File: src/rtl/cmp_pkg.sv
package cmp_pkg;
  localparam int CTL_W = 8;

  typedef enum logic [1:0] {
    PIN_KEEP = 2'b00,
    PIN_LOW  = 2'b01,
    PIN_HIGH = 2'b10,
    PIN_TOG  = 2'b11
  } pin_act_e;

  typedef struct packed {
    logic     tb;
    logic     ce;
    pin_act_e mode;
    logic     re;
    logic     side;
    logic     rot;
    logic     rt;
  } ctl_t;
endpackage

File: src/rtl/cmp_match.sv
module cmp_match #(
  parameter int TMR_W = 16
) (
  input  logic             clk_i,
  input  logic             rst_ni,
  input  logic [TMR_W-1:0] tmr_a_i,
  input  logic [TMR_W-1:0] tmr_b_i,
  input  logic [TMR_W-1:0] cmp_i,
  input  logic             tb_i,
  input  logic             ce_i,
  output logic             match_o
);
  logic [TMR_W-1:0] ref_tmr;
  logic             eq, eq_q;

  assign ref_tmr = tb_i ? tmr_b_i : tmr_a_i;
  assign eq      = (ref_tmr == cmp_i);
  assign match_o = ce_i && eq && !eq_q;

  // remember equality so a held value matches only once
  always_ff @(posedge clk_i or negedge rst_ni) begin
    if (!rst_ni) eq_q <= 1'b0;
    else         eq_q <= eq;
  end

  AST_MATCH_NOT_BACK2BACK: assert property (@(posedge clk_i) disable iff (!rst_ni)
    match_o |=> !match_o);
endmodule

File: src/rtl/cmp_pin.sv
module cmp_pin
  import cmp_pkg::*;
(
  input  logic     clk_i,
  input  logic     rst_ni,
  input  logic     match_i,
  input  pin_act_e mode_i,
  output logic     pin_o
);
  logic pin_d;

  always_comb begin
    pin_d = pin_o;
    if (match_i) begin
      unique case (mode_i)
        PIN_KEEP: pin_d = pin_o;
        PIN_LOW:  pin_d = 1'b0;
        PIN_HIGH: pin_d = 1'b1;
        PIN_TOG:  pin_d = ~pin_o;
      endcase
    end
  end

  always_ff @(posedge clk_i or negedge rst_ni) begin
    if (!rst_ni) pin_o <= 1'b0;
    else         pin_o <= pin_d;
  end

  AST_PIN_LOW: assert property (@(posedge clk_i) disable iff (!rst_ni)
    (match_i && mode_i == PIN_LOW) |=> !pin_o);
  AST_PIN_HIGH: assert property (@(posedge clk_i) disable iff (!rst_ni)
    (match_i && mode_i == PIN_HIGH) |=> pin_o);
  AST_PIN_TOGGLE: assert property (@(posedge clk_i) disable iff (!rst_ni)
    (match_i && mode_i == PIN_TOG) |=> (pin_o != $past(pin_o)));
  AST_PIN_HOLD: assert property (@(posedge clk_i) disable iff (!rst_ni)
    !match_i |=> $stable(pin_o));
endmodule

File: src/rtl/cmp_action.sv
module cmp_action #(
  parameter int CHAN_IDX = 0
) (
  input  logic clk_i,
  input  logic rst_ni,
  input  logic match_i,
  input  logic tb_i,
  input  logic side_i,
  input  logic rot_i,
  input  logic rt_i,
  output logic irq_o,
  output logic rst_a_o,
  output logic rst_b_o,
  output logic wg_reload_o,
  output logic ad_start_o
);
  localparam bit IS_ODD = (CHAN_IDX % 2) == 1;

  logic tgt_is_a, req_a, req_b, wg_d, ad_d;

  // reference is A when tb=0; rot flips to the opposite timer
  assign tgt_is_a = (tb_i == rot_i);
  assign req_a    = match_i && rt_i && tgt_is_a;
  assign req_b    = match_i && rt_i && !tgt_is_a;

  generate
    if (IS_ODD) begin : g_odd
      assign ad_d = match_i && side_i;
      assign wg_d = 1'b0;
    end else begin : g_even
      assign wg_d = match_i && side_i;
      assign ad_d = 1'b0;
    end
  endgenerate

  always_ff @(posedge clk_i or negedge rst_ni) begin
    if (!rst_ni) begin
      irq_o       <= 1'b0;
      rst_a_o     <= 1'b0;
      rst_b_o     <= 1'b0;
      wg_reload_o <= 1'b0;
      ad_start_o  <= 1'b0;
    end else begin
      irq_o       <= match_i;
      rst_a_o     <= req_a;
      rst_b_o     <= req_b;
      wg_reload_o <= wg_d;
      ad_start_o  <= ad_d;
    end
  end

  AST_RT_OFF_NO_RESET: assert property (@(posedge clk_i) disable iff (!rst_ni)
    (match_i && !rt_i) |=> !(rst_a_o || rst_b_o));
  AST_RESET_ONEHOT: assert property (@(posedge clk_i) disable iff (!rst_ni)
    $onehot0({rst_a_o, rst_b_o}));
  AST_RESET_WITH_IRQ: assert property (@(posedge clk_i) disable iff (!rst_ni)
    (rst_a_o || rst_b_o) |-> irq_o);
  AST_REF_RESET_A: assert property (@(posedge clk_i) disable iff (!rst_ni)
    (match_i && rt_i && !rot_i && !tb_i) |=> rst_a_o);
  AST_STROBE_WITH_IRQ: assert property (@(posedge clk_i) disable iff (!rst_ni)
    (wg_reload_o || ad_start_o) |-> irq_o);

  generate
    if (IS_ODD) begin : g_chk_odd
      AST_ODD_NO_WG: assert property (@(posedge clk_i) disable iff (!rst_ni)
        !wg_reload_o);
    end else begin : g_chk_even
      AST_EVEN_NO_AD: assert property (@(posedge clk_i) disable iff (!rst_ni)
        !ad_start_o);
    end
  endgenerate
endmodule

File: src/rtl/cmp_chan.sv
module cmp_chan
  import cmp_pkg::*;
#(
  parameter int TMR_W    = 16,
  parameter int CHAN_IDX = 0
) (
  input  logic             clk_i,
  input  logic             rst_ni,
  input  logic             ctl_we_i,
  input  logic [CTL_W-1:0] ctl_wdata_i,
  input  logic             cmp_we_i,
  input  logic [TMR_W-1:0] cmp_wdata_i,
  input  logic [TMR_W-1:0] tmr_a_i,
  input  logic [TMR_W-1:0] tmr_b_i,
  output logic [CTL_W-1:0] ctl_o,
  output logic             pin_o,
  output logic             irq_o,
  output logic             rst_a_o,
  output logic             rst_b_o,
  output logic             wg_reload_o,
  output logic             ad_start_o
);
  ctl_t             ctl_q;
  logic [TMR_W-1:0] cmp_q;
  logic             match;

  // a software write wins over the one-shot clear
  always_ff @(posedge clk_i or negedge rst_ni) begin
    if (!rst_ni) begin
      ctl_q <= '0;
    end else if (ctl_we_i) begin
      ctl_q <= ctl_t'(ctl_wdata_i);
    end else if (match && !ctl_q.re) begin
      ctl_q.ce <= 1'b0;
    end
  end

  always_ff @(posedge clk_i or negedge rst_ni) begin
    if (!rst_ni)       cmp_q <= '0;
    else if (cmp_we_i) cmp_q <= cmp_wdata_i;
  end

  assign ctl_o = ctl_q;

  cmp_match #(.TMR_W(TMR_W)) u_match (
    .clk_i   (clk_i),
    .rst_ni  (rst_ni),
    .tmr_a_i (tmr_a_i),
    .tmr_b_i (tmr_b_i),
    .cmp_i   (cmp_q),
    .tb_i    (ctl_q.tb),
    .ce_i    (ctl_q.ce),
    .match_o (match)
  );

  cmp_pin u_pin (
    .clk_i   (clk_i),
    .rst_ni  (rst_ni),
    .match_i (match),
    .mode_i  (ctl_q.mode),
    .pin_o   (pin_o)
  );

  cmp_action #(.CHAN_IDX(CHAN_IDX)) u_act (
    .clk_i       (clk_i),
    .rst_ni      (rst_ni),
    .match_i     (match),
    .tb_i        (ctl_q.tb),
    .side_i      (ctl_q.side),
    .rot_i       (ctl_q.rot),
    .rt_i        (ctl_q.rt),
    .irq_o       (irq_o),
    .rst_a_o     (rst_a_o),
    .rst_b_o     (rst_b_o),
    .wg_reload_o (wg_reload_o),
    .ad_start_o  (ad_start_o)
  );

  AST_ONESHOT_CLEAR: assert property (@(posedge clk_i) disable iff (!rst_ni)
    (match && !ctl_q.re && !ctl_we_i) |=> !ctl_o[6]);
  AST_REPEAT_KEEP: assert property (@(posedge clk_i) disable iff (!rst_ni)
    (match && ctl_q.re && !ctl_we_i) |=> ctl_o[6]);
  AST_IRQ_NEEDS_CE: assert property (@(posedge clk_i) disable iff (!rst_ni)
    irq_o |-> ($past(ctl_o[6])));
endmodule

File: config.mk
export PLATFORM = sky130hd
export DESIGN_NAME = cmp_chan
export DESIGN_NICKNAME = d
export VERILOG_FILES = /design/src/rtl/cmp_pkg.sv /design/src/rtl/cmp_match.sv /design/src/rtl/cmp_pin.sv /design/src/rtl/cmp_action.sv /design/src/rtl/cmp_chan.sv
export SDC_FILE = /design/constraint.sdc
export NUM_CORES = 1
export LEC_CHECK = 0
export ABC_AREA = 1
export BUFFER_PORTS_ARGS = -buffer_cell sky130_fd_sc_hd__clkbuf_2
export CORE_MARGIN = 4
export CORE_UTILIZATION = 36
export CTS_BUF_LIST = sky130_fd_sc_hd__clkbuf_16
export CTS_CLUSTER_DIAMETER = 80
export DETAILED_ROUTE_END_ITERATION = 10
export GPL_TIMING_DRIVEN = 0
export PLACE_DENSITY_LB_ADDON = 0.15
export SYNTH_ARGS = -nofsm -noshare
export SYNTH_HDL_FRONTEND = slang
export SYNTH_SLANG_ARGS = --single-unit
File: constraint.sdc
create_clock -name clk_i -period 1.95 [get_ports clk_i]
set_clock_uncertainty 0.15 [all_clocks]
set_input_delay 0.195 -clock clk_i [delete_from_list [all_inputs] [get_ports clk_i]]
set_output_delay 0.195 -clock clk_i [all_outputs]
set_load 0.01 [all_outputs]
==> flow_summary.toml, run 1 <==
[run_status]
status = "finished clean"

[clock_tree]
cts_made_buffers = 5
clk-insertion-delay-late_ps = 270
cts.clk_slew.worst_paths_ps = 50
ctsLongestPathBuffers = 2
clock_net_sink_count = 30
cts_root_buf = "clkbuf_16"
tritoncts = "yes"
cts_max_level = 2

[yosys]
yosys.area_share.xor_xnor = 0.00505
post_synth_fa_ha_maj_area_fraction = 0
muxShareOfSynthArea = 0.0195
synthTopCellsByArea = "dfrtp_1 43%, nand2_1 23%, inv_1 7.1%"
synth-compound-area-share = 0.0635
sequential_element_share_of_the_synthesized_area = 0.433
synth_seq_cells = 30
avgSynthCellArea_um2 = 6.96
synth_cell_type_count = 19
synth_top_family_by_area = "simple AND/OR/NAND/NOR gates"
syn-num-nets = 309
synth_simple_gate_area_frac = 0.344
synth_area_leader_cell = "dfrtp_1"
top_cell_type_s_share_of_synthesized_area = 0.433
synth-warning-count = 0
number_of_cells_produced_by_synthesis = 249
synthesis.area_mm2 = 0.00173

[cells_and_area]
total_of_fill_cells_in_the_finished_design = 458
commonest_cells_after_routing_fill_and_taps_aside = "93 x nand2_1, 72 x clkbuf_2, 34 x inv_1"
final_layout_size_suffix_gt1_frac = 0.346
post-route-cell-area_mm2 = 0.00261
insertedDiodeCount = 0
layout_commonest_cell = "nand2_1"
final_net_count = 412
area_growth_syn_to_layout_pct = 50.6

[sta]
tightest_slew_ps = 786
fmaxAchievable_mhz = 527
timing.final.setup_violations = 0
slew_viol_final = 0
min_period_over_period = 0.973
finalCriticalPeriod_ps = 1900
rsz_0062_raised_after_global_routing = "yes"
hold_viol = 0
timing.max_slew.rel_slack = 0.476

[place]
gpl_wtd_cong = 0.763
hpwlAfterDp_um = 3280
place_area_mm2 = 0.00216
numPortBuffers = 72

[floorplan]
chipWidth_um = 77.4
initial_core_util = 0.385
num_io_pins = 74
num_rows = 24
core_region_area_mm2 = 0.00450
floorplan.die.height_um = 77.4
die_area_mm2 = 0.00599

[global_route]
grt_first_pass_wirelength_um = 7560
maximum_number_of_pins_on_one_net_before_global_route_repair = 31
overflow_left_after_global_routing = 0
vias_in_the_first_global_route = 1688
global_route.usage.total = 0.159
grt_antenna_before_repair = 0

[detailed_routing]
finalWirelength_um = 4560
drt_drc_violations_left = 0
detail_routed_via_count_per_cell = 4.50
vias = 1821
detail_route.first_pass.iterations = 4
routedWlPerCell_um = 11.3
antenna_left = 0
drt_iter0_markers = 61

[setup_path]
critPathLaunch = "ctl_o[7]"
critPathRequiredTime_ps = 2000
worst_r2r_startpoint = "ctl_o[7]"
reg2reg_setup_slack_ps = 50
critical_path.slowest_cell = "dfrtp_2"
timing.critical_path.to = "u_act.wg_reload_o"
timing.critical_path.slowest_cell_delay_ps = 440
crit_path_cell_trace = "buf_6, buf_12, buf_8, nand2_2, nand3_2, nand2_1, nand2_1, inv_1, nand2_2, nor2_4, and2_4, nand2_4, nor2_2"
critPathArrivalTime_ps = 1950
worst-path-max-fanout = 6
worst_r2r_path_depth = 13
end_kind = "flip-flop"
critPathLaunchType = "flip-flop"
criticalPathCategory = "reg2reg"
reg2reg_end = "u_act.wg_reload_o"

[power_and_ir_drop]
static-leakage-power_nw = 1.52
power_density_mw_per_mm2 = 701
ir_drop_mv = 0.400
finalPower_w = 0.00183

[flow_run]
cap_viol_max_count = 0

[hold_path]
hold_class = "in2reg"
## worst min path at each step
stage,start,endpoint,slack (ps),cells past startpoint
2_1_floorplan,rst_ni,cmp_q[0],-250,0
3_3_place_gp,rst_ni,cmp_q[7],170,1
3_5_place_dp,rst_ni,cmp_q[7],170,1
4_1_cts,cmp_wdata_i[1],cmp_q[1],1,3
5_1_grt,ctl_wdata_i[1],ctl_o[1],9,2
6_report,cmp_wdata_i[1],cmp_q[1],2,3
## state kept, by name, indices dropped and copies added (netlist names)
register and count:
u_act.rst_b_o 1, u_act.rst_a_o 1, u_act.wg_reload_o 1, cmp_q 16, u_match.eq_q 1, u_pin.pin_o 1
ctl_o 8, u_act.irq_o 1
## worst max-delay path, delay by kind of cell, from the launching register on
family                 cells  cell delay (ps)
buffers and inverters      4              460
DFF                        1              440
and+or+nand+nor            9              780
## power breakdown
part / internal (W) / switching, W
combinational: 0.000206 / 0.000223
clock: 0.000459 / 0.000248
sequential: 0.000670 / 0.0000272
total: 0.00133 / 0.000498
## metrics by stage
| stage | std cells | util | setup WS (ps) | TNS, ps | hold WS [ps] |
|---|---|---|---|---|---|
| after floorplan | 249 | - | 305 | 0 | -251 |
| after CTS | 400 | 0.553 | 46.6 | 0 | 1.13 |
| final | 405 | 0.580 | 52.7 | 0 | 2.41 |
| after global routing | 405 | 0.580 | -24.4 | -27.5 | 9.23 |
| after detailed placement | 373 | 0.479 | 11.5 | 0 | 174 |
| after global placement | 373 | 0.479 | 41.2 | 0 | 168 |
## synth_stat cells
library cell	n
nand3_1	18
mux2_2	3
nand2_2	3
nor2_1	10
inv_1	33
and2_4	1
buf_6	2
nand4_1	4
xnor2_1	1
buf_4	6
conb_1	1
clkbuf_1	4
dfrtp_1	30
a21oi_1	2
nand2_1	106
buf_12	1
o21ai_0	20
nor2_2	3
inv_2	1
## routing by layer
| layer | up-vias | track usage | wire, µm |
|---|---|---|---|
| li1 | 960 | - | - |
| met1 | 811 | 0.198 | 1970 |
| met2 | 48 | 0.274 | 2310 |
| met3 | 2 | 0.0347 | 244 |
| met4 | 0 | 0.0534 | 40 |
| met5 | - | 0 | 0 |
## logic make-up after synthesis
logic type      Yosys count
simple gates            145
buf+inv                  47
flops                    30
compound gates           22
mux                       3
xor+xnor                  1
other cells               1
## area by class of cell
type,instances,area [µm²],share of cell area
plain buffers,12,91.3,0.0350
clock buffers,5,125,0.0479
clock inverters,3,12.5,0.00479
inverters,34,133,0.0508
multi-input cells,172,831,0.318
flip-flops and latches,30,752,0.288
well taps,52,65.1,0.0249
repair buffers,97,603,0.231
## timing repair
item	4_1_cts	5_1_grt
endpoints found under the setup margin	1	6
setup buffers	0	5
gates cloned	0	1
pin swaps	0	17
hold endpoints to repair	48	0
hold buffers	19	0
gates resized for setup	1	31
(Power assumes the default switching activity.)
==> run 2, diff against run 1 <==
==> constraint.sdc (replaced) <==
create_clock -name clk_i -period 1.5 [get_ports clk_i]
set_clock_uncertainty 0.15 [all_clocks]
set_input_delay 0.15 -clock clk_i [delete_from_list [all_inputs] [get_ports clk_i]]
set_output_delay 0.15 -clock clk_i [all_outputs]
set_load 0.01 [all_outputs]
==> flow_summary.toml, run 2 (synthesis results as in run 1) <==
[run_status]
status = "finished with violations"
violations = "hold timing, setup timing"

[clock_tree]
ctsLongestPathBuffers = 2
tritoncts = "yes"
cts_made_buffers = 5
cts_max_level = 2
cts_root_buf = "clkbuf_16"
clk-insertion-delay-late_ps = 270
cts.clk_slew.worst_paths_ps = 50
clock_net_sink_count = 30

[detailed_routing]
drt_iter0_markers = 78
detail_routed_via_count_per_cell = 4.42
finalWirelength_um = 4680
routedWlPerCell_um = 11.3
detail_route.first_pass.iterations = 4
antenna_left = 0
drt_drc_violations_left = 0
vias = 1824

[sta]
finalCriticalPeriod_ps = 1850
min_period_over_period = 1.24
timing.final.setup_violations = 7
rsz_0062_raised_after_global_routing = "yes"
setup_ws_ps = -354
slew_viol_final = 0
timing.max_slew.rel_slack = 0.488
tightest_slew_ps = 767
hold_slack_ps = -21.5
hold_viol = 2
fmaxAchievable_mhz = 539

[cells_and_area]
insertedDiodeCount = 0
finalCoreUtilization = 0.594
commonest_cells_after_routing_fill_and_taps_aside = "102 x nand2_1, 72 x clkbuf_2, 32 x inv_1"
area_growth_syn_to_layout_pct = 54.3
total_of_fill_cells_in_the_finished_design = 439
layoutNonFillerInstCount = 413
layout_commonest_cell = "nand2_1"
final_layout_size_suffix_gt1_frac = 0.316
top_register = "cmp_q"
largest_reg_flops = 16
area_taken_by_multi_input_logic_gates_um2 = 800
final_net_count = 421
layout.area.seq_um2 = 751

[setup_path]
reg2reg_setup_slack_ps = -350
criticalPathCategory = "reg2reg"
critPathRequiredTime_ps = 1560
critPathLaunchType = "flip-flop"
worst-path-max-fanout = 6
end_kind = "flip-flop"
critPathArrivalTime_ps = 1910
worst_r2r_startpoint = "ctl_o[7]"
worst_r2r_path_depth = 14
reg2reg_end = "u_act.wg_reload_o"

[place]
numPortBuffers = 72
hpwlAfterDp_um = 3300
dp.cells = 373
gpl_wtd_cong = 0.785

[power_and_ir_drop]
sequentialPowerShare = 0.374
static-leakage-power_nw = 1.56
cellInternalPower_w = 0.00175
power_density_mw_per_mm2 = 902
power.share.switching = 0.273
power.net_switching_w = 0.000660
ir_drop_mv = 0.591
power.share.combinational = 0.243
clkPwrFrac = 0.383

[floorplan]
die_area_mm2 = 0.00599
core_region_area_mm2 = 0.00450
num_rows = 24
floorplan.die.height_um = 77.4
initial_core_util = 0.385
chipWidth_um = 77.4
num_io_pins = 74

[global_route]
grt_first_pass_wirelength_um = 8020
maximum_number_of_pins_on_one_net_before_global_route_repair = 31
vias_in_the_first_global_route = 1852
grt_antenna_before_repair = 0
overflow_left_after_global_routing = 0
global_route.usage.total = 0.168

[hold_path]
hold_class = "in2reg"
hold_path_end = "cmp_q[0]"
holdCritStartpoint = "cmp_we_i"
min_delay_path_depth = 2

[flow_run]
cap_viol_max_count = 0
[run 2: layout make-up]
type | instances | area share
flip-flops and latches | 30 | 0.281
clock buffers | 5 | 0.0468
multi-input cells | 172 | 0.299
inverters | 34 | 0.0505
repair buffers | 105 | 0.257
plain buffers | 13 | 0.0383
well taps | 52 | 0.0243
clock inverters | 2 | 0.00374
[run 2: power by group through the flow]
| stage | Combinational (W) | Clock [W] | Sequential [W] |
|---|---|---|---|
| after floorplan | 0.000295 | 0 | 0.000914 |
| after global placement | 0.000473 | 0 | 0.000915 |
| after detailed placement | 0.000478 | 0 | 0.000916 |
| after CTS | 0.000595 | 0.000947 | 0.000903 |
| after global routing | 0.000666 | 0.000984 | 0.000912 |
| final | 0.000587 | 0.000924 | 0.000904 |
[run 2: worst max-delay path, cell delays in order, from the launching register on]
cell	delay (ps)
dfrtp_1	370
buf_6	130
inv_8	40
buf_6	120
buf_6	130
nand2_4	60
nand2_2	40
nand2_1	50
nand2_1	50
nor2_1	100
nand2_1	90
nor2_4	160
and2_4	170
nand2_4	50
nor2_2	80
[run 2: how the worst max path moves through the flow]
stage	startpoint	end	depth (start not counted)
2_1_floorplan	ctl_o[7]	u_act.wg_reload_o	12
3_3_place_gp	ctl_o[7]	u_act.wg_reload_o	11
3_5_place_dp	ctl_o[7]	u_act.wg_reload_o	11
4_1_cts	ctl_o[7]	u_act.wg_reload_o	13
5_1_grt	ctl_o[7]	u_act.rst_a_o	12
6_report	ctl_o[7]	u_act.wg_reload_o	14
[run 2: what timing repair did]
action                                  CTS  global route
hold buffers                             27             0
pin swaps                                 9             8
buffers inserted                          8             0
hold endpoints to repair                 54             0
endpoints found under the setup margin    7             9
gates resized for setup                  14             4
[run 2: per-layer routing]
metal  wire length [µm]  GRT usage  vias to the layer above
met3                271     0.0370                        5
met2               2250      0.284                       45
met5                  0          0                        -
met4                 69     0.0730                        0
met1               2090      0.208                      795
li1                   -          -                      979
[run 2: metrics by stage]
step           power (W)  instance area [µm²]  worst slack [ps]  hold WS [ps]  TNS [ps]
4_1_cts          0.00244                 2680              -316          39.1     -1900
3_3_place_gp     0.00139                 2170              -420           125     -2520
5_1_grt          0.00256                 2680              -469          26.3     -3030
3_5_place_dp     0.00139                 2170              -426           111     -2590
2_1_floorplan    0.00121                 1750              -144          -296      -620
6_report         0.00241                 2680              -354         -21.5     -2150
==> run 3, diff against run 2 <==
==> constraint.sdc (replaced) <==
create_clock -name clk_i -period 1.5 [get_ports clk_i]
set_clock_uncertainty 0.15 [all_clocks]
set_input_delay 0.3 -clock clk_i [delete_from_list [all_inputs] [get_ports clk_i]]
set_output_delay 0.3 -clock clk_i [all_outputs]
set_load 0.01 [all_outputs]
==> flow_summary.toml, run 3 (synthesis results as in run 1) <==
[cells_and_area]
largest_reg_flops = 16
layout_commonest_cell = "nand2_1"
finalCoreUtilization = 0.542
final_net_count = 397
top_register = "cmp_q"
final_layout_size_suffix_gt1_frac = 0.338
commonest_cells_after_routing_fill_and_taps_aside = "102 x nand2_1, 71 x clkbuf_2, 32 x inv_1"
insertedDiodeCount = 0
area_growth_syn_to_layout_pct = 40.8

[run_status]
status = "finished with violations"
violations = "setup timing"

[place]
hpwlAfterDp_um = 3300
gpl_wtd_cong = 0.785
numPortBuffers = 72
pre_cts_slack_ps = -426

[sta]
finalCriticalPeriod_ps = 1850
tightest_slew_ps = 776
min_period_over_period = 1.23
fmaxAchievable_mhz = 541
setup_ws_ps = -349
rsz_0062_raised_after_global_routing = "yes"
slew_viol_final = 0
setup-tns-final_ps = -2110
timing.max_slew.rel_slack = 0.483
hold_viol = 0
timing.final.setup_violations = 7

[hold_path]
hold_class = "in2reg"
holdCritStartpoint = "ctl_wdata_i[6]"

[detailed_routing]
detail_routed_via_count_per_cell = 4.48
routedWlPerCell_um = 11.5
drt_drc_violations_left = 0
finalWirelength_um = 4480
antenna_left = 0
vias = 1743
detail_route.first_pass.iterations = 4
drt_iter0_markers = 80

[global_route]
maximum_number_of_pins_on_one_net_before_global_route_repair = 31
overflow_left_after_global_routing = 0
grt_first_pass_wirelength_um = 7580
grt_antenna_before_repair = 0
vias_in_the_first_global_route = 1731
global_route.usage.total = 0.159

[setup_path]
critPathLaunch = "ctl_o[7]"
critPathArrivalTime_ps = 1910
critPathRequiredTime_ps = 1560
worst_r2r_startpoint = "ctl_o[7]"
worst-path-max-fanout = 6
criticalPathCategory = "reg2reg"
end_kind = "flip-flop"
critPathLaunchType = "flip-flop"

[floorplan]
floorplan.die.height_um = 77.4
initial_core_util = 0.385
core_region_area_mm2 = 0.00450
chipWidth_um = 77.4
num_io_pins = 74
num_rows = 24
die_area_mm2 = 0.00599

[clock_tree]
cts_max_level = 2
ctsLongestPathBuffers = 2
cts.clk_slew.worst_paths_ps = 50
cts_made_buffers = 5
tritoncts = "yes"
cts_root_buf = "clkbuf_16"
clock_net_sink_count = 30
clk-insertion-delay-late_ps = 270

[power_and_ir_drop]
power_density_mw_per_mm2 = 970
static-leakage-power_nw = 1.46
ir_drop_mv = 0.587

[flow_run]
cap_viol_max_count = 0
run 3: through the flow:
step / hold WS [ps] / power (W) / area, µm² / instances
CTS: 76.4 / 0.00239 / 2420 / 389
finish: 78.8 / 0.00237 / 2440 / 389
global route: 100 / 0.00251 / 2440 / 389
floorplan: -146 / 0.00121 / 1750 / 249
detailed placement: 261 / 0.00139 / 2170 / 373
global placement: 275 / 0.00139 / 2170 / 373
run 3: routing by layer:
layer | global-route usage | vias up | wire length, µm
met5 | 0 | - | 0
met4 | 0.0694 | 0 | 69
met3 | 0.0405 | 5 | 281
met2 | 0.260 | 45 | 2100
met1 | 0.200 | 764 | 2030
li1 | - | 929 | -
run 3: area by class of cell:
type                       count  area [µm²]
inverter                      34         135
tap                           52        65.1
buffer                        13         103
sequential                    30         751
clock buffer                   5         125
timing repair buffer          81         454
clock inverter                 2        10.0
fill                         468        2060
multi-input combinational    172         800
run 3: power by group:
part	leakage, nW	switching [W]	internal, W
logic	1.02	0.000290	0.000251
clock network	0.0694	0.000327	0.000596
registers	0.374	0.0000338	0.000870
run 3: final timing paths:
path	to	slack [ps]	cells past startpoint
setup / recovery	u_act.wg_reload_o	-350	13
hold / removal	ctl_o[6]	80	3
hold reg to reg	u_pin.pin_o	360	2
min in group asynchronous	cmp_q[1]	490	2
max in group asynchronous	cmp_q[13]	210	2
setup reg to reg	u_act.wg_reload_o	-350	13
run 3: critical path: stages, from the launching register on:
cell	delay, ps
dfrtp_1	400
buf_6	140
inv_8	60
buf_6	120
buf_6	120
nand2_4	50
nand3_1	60
nand2_1	60
nor2_1	100
nand2_1	90
nor2_4	160
and2_4	170
nand2_4	50
nor2_2	80
run 3: repair_timing:
action	in CTS	in global routing
gates resized for setup	14	6
hold buffers	1	0
buffers inserted	8	0
pin swaps	9	8
endpoints found under the hold margin	30	0
endpoints found under the setup margin	7	8
